**config.mk**
```make
export PLATFORM = sky130hd
export DESIGN_NAME = pkt_irq_seq
export DESIGN_NICKNAME = d
export VERILOG_FILES = /design/src/rtl/pkf_pkg.sv /design/src/rtl/pkf_wait_timer.sv /design/src/rtl/pkf_type_locator.sv /design/src/rtl/pkf_ctx_store.sv /design/src/rtl/pkt_irq_seq.sv
export SDC_FILE = /design/constraint.sdc
export NUM_CORES = 1
export LEC_CHECK = 0
export BUFFER_PORTS_ARGS = -buffer_cell sky130_fd_sc_hd__clkbuf_2
export CAP_MARGIN = 20
export CELL_PAD_IN_SITES_DETAIL_PLACEMENT = 0
export CELL_PAD_IN_SITES_GLOBAL_PLACEMENT = 1
export CORE_MARGIN = 1.5
export CORE_UTILIZATION = 40
export CTS_BUF_LIST = sky130_fd_sc_hd__clkbuf_4 sky130_fd_sc_hd__clkbuf_8
export DETAILED_ROUTE_END_ITERATION = 6
export PLACE_DENSITY = 0.84
export SYNTH_ARGS = -nofsm -noshare
export SYNTH_HDL_FRONTEND = slang
export SYNTH_SLANG_ARGS = --single-unit
```
**constraint.sdc**
```tcl
create_clock -name clk -period 1.8 [get_ports clk]
set_input_delay 0.27 -clock clk [delete_from_list [all_inputs] [get_ports clk]]
set_output_delay 0.27 -clock clk [all_outputs]
set_load 0.01 [all_outputs]
```
**src/rtl/pkf_pkg.sv**
```systemverilog
package pkf_pkg;

  localparam int DW    = 16;
  localparam int OFF_W = 11;

  localparam logic [DW-1:0] ETY_IPV4 = 16'h0800;
  localparam logic [DW-1:0] ETY_ARP  = 16'h0806;

  localparam logic [OFF_W-1:0] OFF_ETYPE   = 11'd12;
  localparam logic [OFF_W-1:0] OFF_RX_IPV4 = 11'd26;
  localparam logic [OFF_W-1:0] OFF_TX_IPV4 = 11'd30;
  localparam logic [OFF_W-1:0] OFF_RX_ARP  = 11'd28;
  localparam logic [OFF_W-1:0] OFF_TX_ARP  = 11'd38;

  typedef enum logic [4:0] {
    S_IDLE,
    S_SAVE_MASK,
    S_MASK_OFF,
    S_SAVE_PTR,
    S_RD_STAT,
    S_RX_SVC,
    S_TX_SVC,
    S_ETY_PTR,
    S_PF_WAIT,
    S_ETY_DATA,
    S_HI_PTR,
    S_HI_RD,
    S_LO_PTR,
    S_LO_RD,
    S_LOOKUP,
    S_RST_ACK,
    S_RST_PTR,
    S_RST_MASK
  } seq_state_t;

endpackage

```
**src/rtl/pkf_wait_timer.sv**
```systemverilog
module pkf_wait_timer #(
  parameter int WAIT_CYC = 12
) (
  input  logic clk,
  input  logic rst_n,
  input  logic start,
  output logic done
);
  localparam int CW = (WAIT_CYC < 2) ? 1 : $clog2(WAIT_CYC + 1);

  logic [CW-1:0] cnt_q, cnt_d;
  logic          cnt_en;

  always_comb begin
    cnt_en = 1'b0;
    cnt_d  = cnt_q;
    if (start) begin
      cnt_en = 1'b1;
      cnt_d  = CW'(WAIT_CYC - 1);
    end else if (cnt_q != '0) begin
      cnt_en = 1'b1;
      cnt_d  = cnt_q - 1'b1;
    end
  end

  always_ff @(posedge clk or negedge rst_n) begin
    if (!rst_n) begin
      cnt_q <= '0;
    end else if (cnt_en) begin
      cnt_q <= cnt_d;
    end
  end

  assign done = (cnt_q == '0);

  AST_WAIT_RUNS: assert property (@(posedge clk) disable iff (!rst_n)
    (start && WAIT_CYC > 1) |=> !done) else $error("wait ended early");

endmodule

```
**src/rtl/pkf_type_locator.sv**
```systemverilog
module pkf_type_locator
  import pkf_pkg::*;
(
  input  logic [DW-1:0]    ethertype,
  input  logic             rx_side,
  output logic [OFF_W-1:0] addr_off,
  output logic             bad_type
);
  always_comb begin
    bad_type = 1'b0;
    addr_off = '0;
    unique case (ethertype)
      ETY_IPV4: addr_off = rx_side ? OFF_RX_IPV4 : OFF_TX_IPV4;
      ETY_ARP:  addr_off = rx_side ? OFF_RX_ARP  : OFF_TX_ARP;
      default:  bad_type = 1'b1;
    endcase
  end
endmodule

```
**src/rtl/pkf_ctx_store.sv**
```systemverilog
module pkf_ctx_store
  import pkf_pkg::*;
(
  input  logic          clk,
  input  logic          rst_n,
  input  logic          save_mask,
  input  logic          save_ptr,
  input  logic          save_cause,
  input  logic          clr,
  input  logic [DW-1:0] din,
  input  logic [1:0]    cause_in,
  output logic [DW-1:0] mask_q,
  output logic [DW-1:0] ptr_q,
  output logic [1:0]    cause_q
);
  always_ff @(posedge clk or negedge rst_n) begin
    if (!rst_n) begin
      mask_q <= '0;
    end else if (clr) begin
      mask_q <= '0;
    end else if (save_mask) begin
      mask_q <= din;
    end
  end

  always_ff @(posedge clk or negedge rst_n) begin
    if (!rst_n) begin
      ptr_q <= '0;
    end else if (clr) begin
      ptr_q <= '0;
    end else if (save_ptr) begin
      ptr_q <= din;
    end
  end

  always_ff @(posedge clk or negedge rst_n) begin
    if (!rst_n) begin
      cause_q <= '0;
    end else if (clr) begin
      cause_q <= '0;
    end else if (save_cause) begin
      cause_q <= cause_in;
    end
  end

  AST_CAUSE_ONEHOT: assert property (@(posedge clk) disable iff (!rst_n)
    $onehot0(cause_q)) else $error("two causes served at once");

endmodule

```
**src/rtl/pkt_irq_seq.sv**
```systemverilog
module pkt_irq_seq
  import pkf_pkg::*;
#(
  parameter int              AW       = 4,
  parameter int              WAIT_CYC = 12,
  parameter logic [AW-1:0]   A_STAT   = 4'd0,
  parameter logic [AW-1:0]   A_MASK   = 4'd1,
  parameter logic [AW-1:0]   A_PTR    = 4'd2,
  parameter logic [AW-1:0]   A_DATA   = 4'd3
) (
  input  logic             clk,
  input  logic             rst_n,
  input  logic             chip_irq,
  output logic [AW-1:0]    bus_addr,
  output logic             bus_rd,
  output logic             bus_wr,
  output logic [15:0]      bus_wdata,
  input  logic [15:0]      bus_rdata,
  output logic [31:0]      ip_addr,
  output logic [10:0]      ip_off,
  output logic             ip_valid,
  input  logic             trust_ok,
  output logic             host_irq
);
  localparam int GAP_LIM = WAIT_CYC + 1;
  localparam int GW      = $clog2(GAP_LIM + 1) + 1;

  seq_state_t state_q, state_d;
  seq_state_t pf_ret_q, pf_ret_d;
  seq_state_t ety_ret_q, ety_ret_d;

  logic             ety_done_q, ety_done_d;
  logic             ety_err_q, ety_err_d;
  logic             accept_q, accept_d;
  logic [OFF_W-1:0] off_q, off_d;
  logic [DW-1:0]    hi_q, hi_d, lo_q, lo_d;

  logic             pf_start, pf_done;
  logic             save_mask, save_ptr, save_cause, ctx_clr;
  logic [1:0]       cause_in, cause_q;
  logic [DW-1:0]    mask_q, ptr_q;
  logic             loc_rx;
  logic [OFF_W-1:0] loc_off;
  logic             loc_bad;
  logic             dir_rx;

  assign dir_rx = cause_q[0];
  assign loc_rx = (ety_ret_q == S_RX_SVC);

  pkf_wait_timer #(.WAIT_CYC(WAIT_CYC)) u_timer (
    .clk   (clk),
    .rst_n (rst_n),
    .start (pf_start),
    .done  (pf_done)
  );

  pkf_type_locator u_loc (
    .ethertype (bus_rdata),
    .rx_side   (loc_rx),
    .addr_off  (loc_off),
    .bad_type  (loc_bad)
  );

  pkf_ctx_store u_ctx (
    .clk        (clk),
    .rst_n      (rst_n),
    .save_mask  (save_mask),
    .save_ptr   (save_ptr),
    .save_cause (save_cause),
    .clr        (ctx_clr),
    .din        (bus_rdata),
    .cause_in   (cause_in),
    .mask_q     (mask_q),
    .ptr_q      (ptr_q),
    .cause_q    (cause_q)
  );

  function automatic logic [DW-1:0] ptr_word(input logic rx, input logic [OFF_W-1:0] off);
    return {rx, 4'b0000, off};
  endfunction

  always_comb begin
    state_d    = state_q;
    pf_ret_d   = pf_ret_q;
    ety_ret_d  = ety_ret_q;
    ety_done_d = ety_done_q;
    ety_err_d  = ety_err_q;
    accept_d   = accept_q;
    off_d      = off_q;
    hi_d       = hi_q;
    lo_d       = lo_q;
    bus_addr   = '0;
    bus_rd     = 1'b0;
    bus_wr     = 1'b0;
    bus_wdata  = '0;
    pf_start   = 1'b0;
    save_mask  = 1'b0;
    save_ptr   = 1'b0;
    save_cause = 1'b0;
    ctx_clr    = 1'b0;
    cause_in   = 2'b00;
    ip_valid   = 1'b0;
    host_irq   = 1'b0;

    unique case (state_q)
      S_IDLE: if (chip_irq) state_d = S_SAVE_MASK;
      S_SAVE_MASK: begin
        bus_rd = 1'b1; bus_addr = A_MASK; save_mask = 1'b1;
        state_d = S_MASK_OFF;
      end
      S_MASK_OFF: begin
        bus_wr = 1'b1; bus_addr = A_MASK;
        state_d = S_SAVE_PTR;
      end
      S_SAVE_PTR: begin
        bus_rd = 1'b1; bus_addr = A_PTR; save_ptr = 1'b1;
        state_d = S_RD_STAT;
      end
      S_RD_STAT: begin
        bus_rd = 1'b1; bus_addr = A_STAT; save_cause = 1'b1;
        if (bus_rdata[0]) begin
          cause_in = 2'b01; state_d = S_RX_SVC;
        end else if (bus_rdata[1]) begin
          cause_in = 2'b10; state_d = S_TX_SVC;
        end else begin
          state_d = S_RST_ACK;
        end
      end
      S_RX_SVC, S_TX_SVC: begin
        if (!ety_done_q) begin
          ety_ret_d = state_q;
          state_d   = S_ETY_PTR;
        end else if (ety_err_q) begin
          state_d = S_RST_ACK;
        end else begin
          state_d = S_HI_PTR;
        end
      end
      S_ETY_PTR: begin
        bus_wr = 1'b1; bus_addr = A_PTR;
        bus_wdata = ptr_word(loc_rx, OFF_ETYPE);
        pf_start = 1'b1; pf_ret_d = S_ETY_DATA;
        state_d = S_PF_WAIT;
      end
      S_PF_WAIT: if (pf_done) state_d = pf_ret_q;
      S_ETY_DATA: begin
        bus_rd = 1'b1; bus_addr = A_DATA;
        ety_done_d = 1'b1;
        ety_err_d  = loc_bad;
        if (!loc_bad) off_d = loc_off;
        state_d = ety_ret_q;
      end
      S_HI_PTR: begin
        bus_wr = 1'b1; bus_addr = A_PTR;
        bus_wdata = ptr_word(dir_rx, off_q);
        pf_start = 1'b1; pf_ret_d = S_HI_RD;
        state_d = S_PF_WAIT;
      end
      S_HI_RD: begin
        bus_rd = 1'b1; bus_addr = A_DATA; hi_d = bus_rdata;
        state_d = S_LO_PTR;
      end
      S_LO_PTR: begin
        bus_wr = 1'b1; bus_addr = A_PTR;
        bus_wdata = ptr_word(dir_rx, off_q + 11'd2);
        pf_start = 1'b1; pf_ret_d = S_LO_RD;
        state_d = S_PF_WAIT;
      end
      S_LO_RD: begin
        bus_rd = 1'b1; bus_addr = A_DATA; lo_d = bus_rdata;
        state_d = S_LOOKUP;
      end
      S_LOOKUP: begin
        ip_valid = 1'b1;
        accept_d = dir_rx & trust_ok;
        state_d  = S_RST_ACK;
      end
      S_RST_ACK: begin
        bus_wr = 1'b1; bus_addr = A_STAT; bus_wdata = {14'b0, cause_q};
        state_d = S_RST_PTR;
      end
      S_RST_PTR: begin
        bus_wr = 1'b1; bus_addr = A_PTR; bus_wdata = ptr_q;
        state_d = S_RST_MASK;
      end
      S_RST_MASK: begin
        bus_wr = 1'b1; bus_addr = A_MASK; bus_wdata = mask_q;
        host_irq   = accept_q;
        ctx_clr    = 1'b1;
        ety_done_d = 1'b0;
        ety_err_d  = 1'b0;
        accept_d   = 1'b0;
        off_d      = '0;
        hi_d       = '0;
        lo_d       = '0;
        state_d    = S_IDLE;
      end
      default: state_d = S_IDLE;
    endcase
  end

  always_ff @(posedge clk or negedge rst_n) begin
    if (!rst_n) begin
      state_q    <= S_IDLE;
      pf_ret_q   <= S_IDLE;
      ety_ret_q  <= S_IDLE;
      ety_done_q <= 1'b0;
      ety_err_q  <= 1'b0;
      accept_q   <= 1'b0;
      off_q      <= '0;
      hi_q       <= '0;
      lo_q       <= '0;
    end else begin
      state_q    <= state_d;
      pf_ret_q   <= pf_ret_d;
      ety_ret_q  <= ety_ret_d;
      ety_done_q <= ety_done_d;
      ety_err_q  <= ety_err_d;
      accept_q   <= accept_d;
      off_q      <= off_d;
      hi_q       <= hi_d;
      lo_q       <= lo_d;
    end
  end

  assign ip_addr = {hi_q, lo_q};
  assign ip_off  = off_q;

  // cycles elapsed since the most recent pointer write, saturating
  logic [GW-1:0] gap_q;
  always_ff @(posedge clk or negedge rst_n) begin
    if (!rst_n) begin
      gap_q <= '0;
    end else if (bus_wr && bus_addr == A_PTR) begin
      gap_q <= GW'(1);
    end else if (gap_q != '0 && gap_q < GW'(GAP_LIM)) begin
      gap_q <= gap_q + 1'b1;
    end
  end

  AST_PREFETCH_GAP: assert property (@(posedge clk) disable iff (!rst_n)
    (bus_rd && bus_addr == A_DATA) |-> gap_q >= GW'(GAP_LIM)) else $error("data read too soon");
  AST_RD_WR_EXCL: assert property (@(posedge clk) disable iff (!rst_n)
    !(bus_rd && bus_wr)) else $error("read and write together");
  AST_IRQ_ENTRY: assert property (@(posedge clk) disable iff (!rst_n)
    (state_q == S_IDLE && chip_irq) |=> (bus_rd && bus_addr == A_MASK)) else $error("entry not a mask read");
  AST_HOST_PULSE: assert property (@(posedge clk) disable iff (!rst_n)
    host_irq |=> !host_irq) else $error("host irq longer than one cycle");
  AST_HOST_WITH_MASK: assert property (@(posedge clk) disable iff (!rst_n)
    host_irq |-> (bus_wr && bus_addr == A_MASK && cause_q == 2'b01)) else $error("host irq misplaced");
  AST_OFF_LEGAL: assert property (@(posedge clk) disable iff (!rst_n)
    ip_valid |-> (ip_off == OFF_RX_IPV4 || ip_off == OFF_TX_IPV4 ||
                  ip_off == OFF_RX_ARP  || ip_off == OFF_TX_ARP)) else $error("illegal offset");
  AST_CLEARED_IDLE: assert property (@(posedge clk) disable iff (!rst_n)
    (bus_wr && bus_addr == A_MASK) |=> (ip_addr == '0 && ip_off == '0)) else $error("state not cleared");

endmodule

```
== Word-level counts from Yosys, hierarchy flattened ==
Index checks and enable logic that the tools add are counted.

* $add $sub $neg: 2
* Eq/ne operators: 23
* Mux-type cells: 43
* Bitwise logic cells: 2
* Reduce and logical (&&, ||, !) cells: 24

{| class="wikitable"
|+ Operators with widths
! kind !! count
|-
| 16-bit one-hot mux with 6 select lines || 1
|-
| 5-bit one-hot mux with 14 select lines || 1
|-
| 16-bit two-way mux || 4
|-
| 16-bit one-hot mux with 2 select lines || 2
|-
| 11-bit one-hot mux with 2 select lines || 2
|-
| 5-bit by 4-bit == test with 1-bit output (second input constant) || 8
|-
| 16-bit by 12-bit == test with 1-bit output (second input constant) || 2
|-
| 5-bit by 3-bit == test with 1-bit output (second input constant) || 5
|-
| 4-bit two-way mux || 5
|-
| 2-bit nonzero test || 8
|-
| 5-bit one-hot mux with 3 select lines || 1
|-
| 1-bit two-way mux || 12
|-
| 11-bit by 2-bit adder with 11-bit output (second input constant) || 1
|-
| 11-bit two-way mux || 1
|-
| 5-bit by 2-bit == test with 1-bit output (second input constant) || 2
|-
| 5-bit == test (second input constant) || 2
|-
| 2-bit two-way mux || 5
|-
| 5-bit two-way mux || 2
|-
| 3-bit OR reduction || 3
|-
| 2-bit AND reduction || 4
|-
| 7-bit OR reduction || 1
|-
| 3-bit two-way mux || 2
|-
| 6-bit two-way mux || 1
|-
| 2-bit inequality test (second input constant) || 3
|-
| other kinds (13) || 16
|}

* Flip-flop bits (word level): 99
* Input port bits: 20
* Output and inout bits: 67

== Longest topological paths before layout ==
* Word-level depth: 5
* Depth in mapped cells: 7

== Modules after synthesis ==
From an unflattened synthesis, not the netlist that was laid out.

* Cells, all modules: 555
* Area, all modules: 5099.9 µm²

{| class="wikitable"
|+ Modules (own cells, without submodules)
! module !! times used !! cells an instance !! area an instance (µm²)
|-
| pkt_irq_seq || 1 || 401 || 3306.9
|-
| pkf_ctx_store || 1 || 110 || 1400.1
|-
| pkf_wait_timer || 1 || 21 || 217.7
|-
| pkf_type_locator || 1 || 23 || 175.2
|}

== Least setup slack after synthesis ==
No wires, ideal clock.

* Path type: register to output
* Start: register state_q[3]
* End: output port bus_wdata[10]
* Arrival: 1.505 ns
* Required time: 1.530 ns
* Path slack: 0.025 ns
* Stages on the path, launching flop included: 7
* Cell sequence: dfrtp_1 > buf_4 > nor2_1 > and3_1 > buf_2 > clkbuf_1 > a22o_1

* Longest elaborated chain between the ends: 2
* Elaborated cells on any way between the ends: 7
* Those cells by class: eq/ne: 6; mux: 1

{| class="wikitable"
|+ Ends and longest elaborated chain
! element !! RTL line !! text
|-
| start, declared || pkt_irq_seq.sv:28 || <nowiki>seq_state_t state_q, state_d;</nowiki>
|-
| start signal, assigned || pkt_irq_seq.sv:214 || <nowiki>state_q <= state_d;</nowiki>
|-
| 5-bit == test, or another cell as far along || pkt_irq_seq.sv:105 || <nowiki>unique case (state_q)</nowiki>
|-
| 16-bit one-hot mux with 6 select lines * || pkt_irq_seq.sv:105 ||
|-
| end, declared || pkt_irq_seq.sv:17 || <nowiki>output logic [15:0] bus_wdata,</nowiki>
|}

Mark *: on every way between the ends. The rest lies on a longest branch, timed or not.

== Worst setup path after layout ==
* Start: register state_q[1]
* End: output port bus_wdata[2]

The elaborated chain is that of the path after synthesis.

==> flow_summary_export.csv <==
group,metric,value,unit
synth,ys_ff_latch,90,
finish,utilization,58.2,%
sta,fin_crit,2120,ps
power,sequentialPowerShare,38.6,%
sta,report.final.slew_viol_count,0,
floorplanning,core_area,11000,µm²
synth,synthFlopType,"dfrtp_1",
setup_path,path_max_fanout,8,
finish,drive_above_1_share,40.2,%
finish,stdcell_count,784,
floorplanning,dieArea,12100,µm²
power,p_per_area,1430,nW/µm²
placement,place_area,5640,µm²
routing,first_iter_violations,363,
placement,numPortBuffers,78,
power,p_leak,3.07,nW
clock_network,cts_htree_levels,3,
floorplanning,chipWidth,110,µm
sta,fin_skew,12.0,ps
finish,antenna_cells,0,
sta,setup_ws,-322,ps
power,p_sw,3.45,mW
synth,synth-edff-count,0,
sta,fmax,471,MHz
power,pwr-share-comb,43.8,%
routing,vias,4368,
floorplanning,start_util,41.7,%
setup_path,worstPathArrival,1850,ps
finish,fillers,916,
sta,rsz0062_at_grt,"yes",
floorplanning,dieHeight,110,µm
power,p_clk_share,17.6,%
placement,pre_cts_ws,-207,ps
global_route,grt_usage,23.9,%
setup_path,end_kind,"primary output",
routing,routed_wl,14400,µm
placement,hpwl,9960,µm
setup_path,cp-start-kind,"flop",
sta,hold_violations,0,
synth,ys_types,58,
routing,wl_per_cell,18.3,µm
synth,synth_warnings,0,
finish,mostFrequentLayoutCell,"dfrtp_1",
finish,nNetsFinal,663,
placement,place.gp.congestion,0.967,
synth,syn_area_per_cell,9.60,µm²
clock_network,cts.clk_slew.worst_paths,90,ps
floorplanning,pin_count,87,
power,p_int,5.71,mW
global_route,overflow,0,
global_route,antenna_found_initial,0,
setup_path,worstPathRequired,1530,ps
routing,postRouteAntennaNets,0,
flow_run,drv_cap,0,
finish,mostFrequentLayoutCells,"dfrtp_1 (86), buf_4 (82), nand2_1 (72)",
clock_network,clock_latency,370,ps
floorplanning,rows,38,
power,swShare,37.7,%
clock_network,cts_tree,"yes",
power,ir_drop,0.612,mV
clock_network,cts_root_buf,"clkbuf_8",
global_route,grt_pass1_wl,21800,µm
power,p_total,9.16,mW
status,violations,"negative setup slack",
sta,finalSetupViolCount,26,
global_route,grt_pass1_vias,4029,
placement,placed_cells,742,
synth,ys_seq_area_share,49.0,%
synth,synth_cells,479,
routing,via_per_inst,5.57,
routing,drcViolationCount,0,
status,outcome,"finished with violations",
finish,area_delta_synth_final,39.6,%
hold_path,hp-class,"in2reg",
clock_network,cts_made_buffers,9,
setup_path,worstSetupPathType,"reg2out",
routing,firstDrtPassIters,6,
clock_network,clockBufferDepth,2,
global_route,grt_max_degree,34,
sta,period_share,118,%
synth,synthesis.area,4600,µm²
synth,async_flop_share,100,%
clock_network,clock-sinks,90,
finish,final_area,6420,µm²
==> per-stage QoR <==
step / hold slack, ps / setup TNS (ps)
6_report: 198 / -6150
4_1_cts: 185 / -6010
3_3_place_gp: 220 / -2010
3_5_place_dp: 228 / -3360
5_1_grt: 209 / -8320
2_1_floorplan: -25.6 / 0
==> synthesized netlist by cell type (4+ instances only) <==
cell type,count,share of area [%]
dfrtp_1,90,49
nand2_1,74,6.0
nor2_1,37,3.0
o21ai_0,28,3.0
a21oi_1,25,2.7
a22o_1,23,4.4
nand2b_1,23,3.1
mux2i_1,22,4.8
buf_2,14,1.5
clkbuf_1,14,1.1
buf_4,11,1.8
nand3_1,7,0.76
nor4_1,7,0.95
a22oi_1,6,0.98
nor2b_1,6,0.82
nor3_1,6,0.65
a211oi_1,4,0.65
a31oi_1,4,0.54
and2_1,4,0.54
ha_1,4,1.1
inv_1,4,0.33
nand3b_1,4,0.65
==> critical path, cell delays in order, from the launching register on <==
cell	delay, ps
dfrtp_1	420
buf_6	170
nand2_2	100
or3_4	400
buf_4	170
nand3_1	100
clkbuf_2	140
==> logic make-up after synthesis <==
group / after synthesis / share of synthesized area, %
buffers and inverters: 47 / 5.28
DFF: 90 / 49.0
muxes: 24 / 5.28
and+or+nand+nor: 193 / 21.5
AOI/OAI and AO/OA: 115 / 16.9
other: 1 / 0.0816
adders and majority gates: 4 / 1.09
xor gates and xnor gates: 5 / 0.953
==> state kept, by name, summed over array words and instances, names as in the netlist <==
register and cells:
accept_q 1, ety_done_q 1, ety_err_q 1, ety_ret_q 5, hi_q 16, ip_off 4
lo_q 16, pf_ret_q 3, state_q 5, u_ctx.cause_q 2, u_ctx.mask_q 16, u_ctx.ptr_q 16
u_timer.cnt_q 4
==> routing by layer <==
| layer | share of wire, % | routed length (µm) | GRT usage (%) |
|---|---|---|---|
| met2 | 49 | 7020 | 38.1 |
| met1 | 44 | 6270 | 33.5 |
| met4 | 2.3 | 335 | 9.43 |
| met3 | 5.3 | 761 | 2.53 |
| met5 | 0 | 0 | 0 |
==> layout make-up <==
class	instances	area [µm²]	share of cell area, %
Clock inverter	7	109	1.70
Inverter	4	15.0	0.234
Clock buffer	9	124	1.93
Sequential cell	90	2260	35.2
Timing Repair Buffer	185	1380	21.5
Tap cell	140	175	2.73
Multi-Input combinational cell	349	2360	36.7
==> final timing paths <==
kind / cells after the start / from / slack, ps / endpoint
setup reg to reg: 6 / state_q[2] / -80 / ip_off[4]
min in group asynchronous: 2 / rst_n / 360 / u_ctx.mask_q[0]
max in group asynchronous: 3 / rst_n / 920 / state_q[4]
hold / removal: 2 / trust_ok / 200 / accept_q
setup / recovery: 6 / state_q[1] / -320 / bus_wdata[2]
hold reg to reg: 2 / u_ctx.mask_q[0] / 490 / u_ctx.mask_q[0]
==> repair_timing <==
action | in CTS | in global routing
setup endpoints to repair | 41 | 59
endpoints found under the hold margin | 25 | 0
resized for setup | 45 | 53
setup buffers | 18 | 7
hold buffers | 1 | 0
gates cloned | 0 | 1
pin swaps | 15 | 17
==> power by group through the flow <==
stage	combinational, mW	sequential [mW]	clock [mW]
2_1_floorplan	1.90	3.53	0
3_3_place_gp	3.29	3.53	0
3_5_place_dp	3.37	3.54	0
4_1_cts	3.71	3.50	1.65
5_1_grt	4.37	3.62	1.74
6_report	4.01	3.53	1.62
Note: power is estimated with default switching activity, not from simulation.
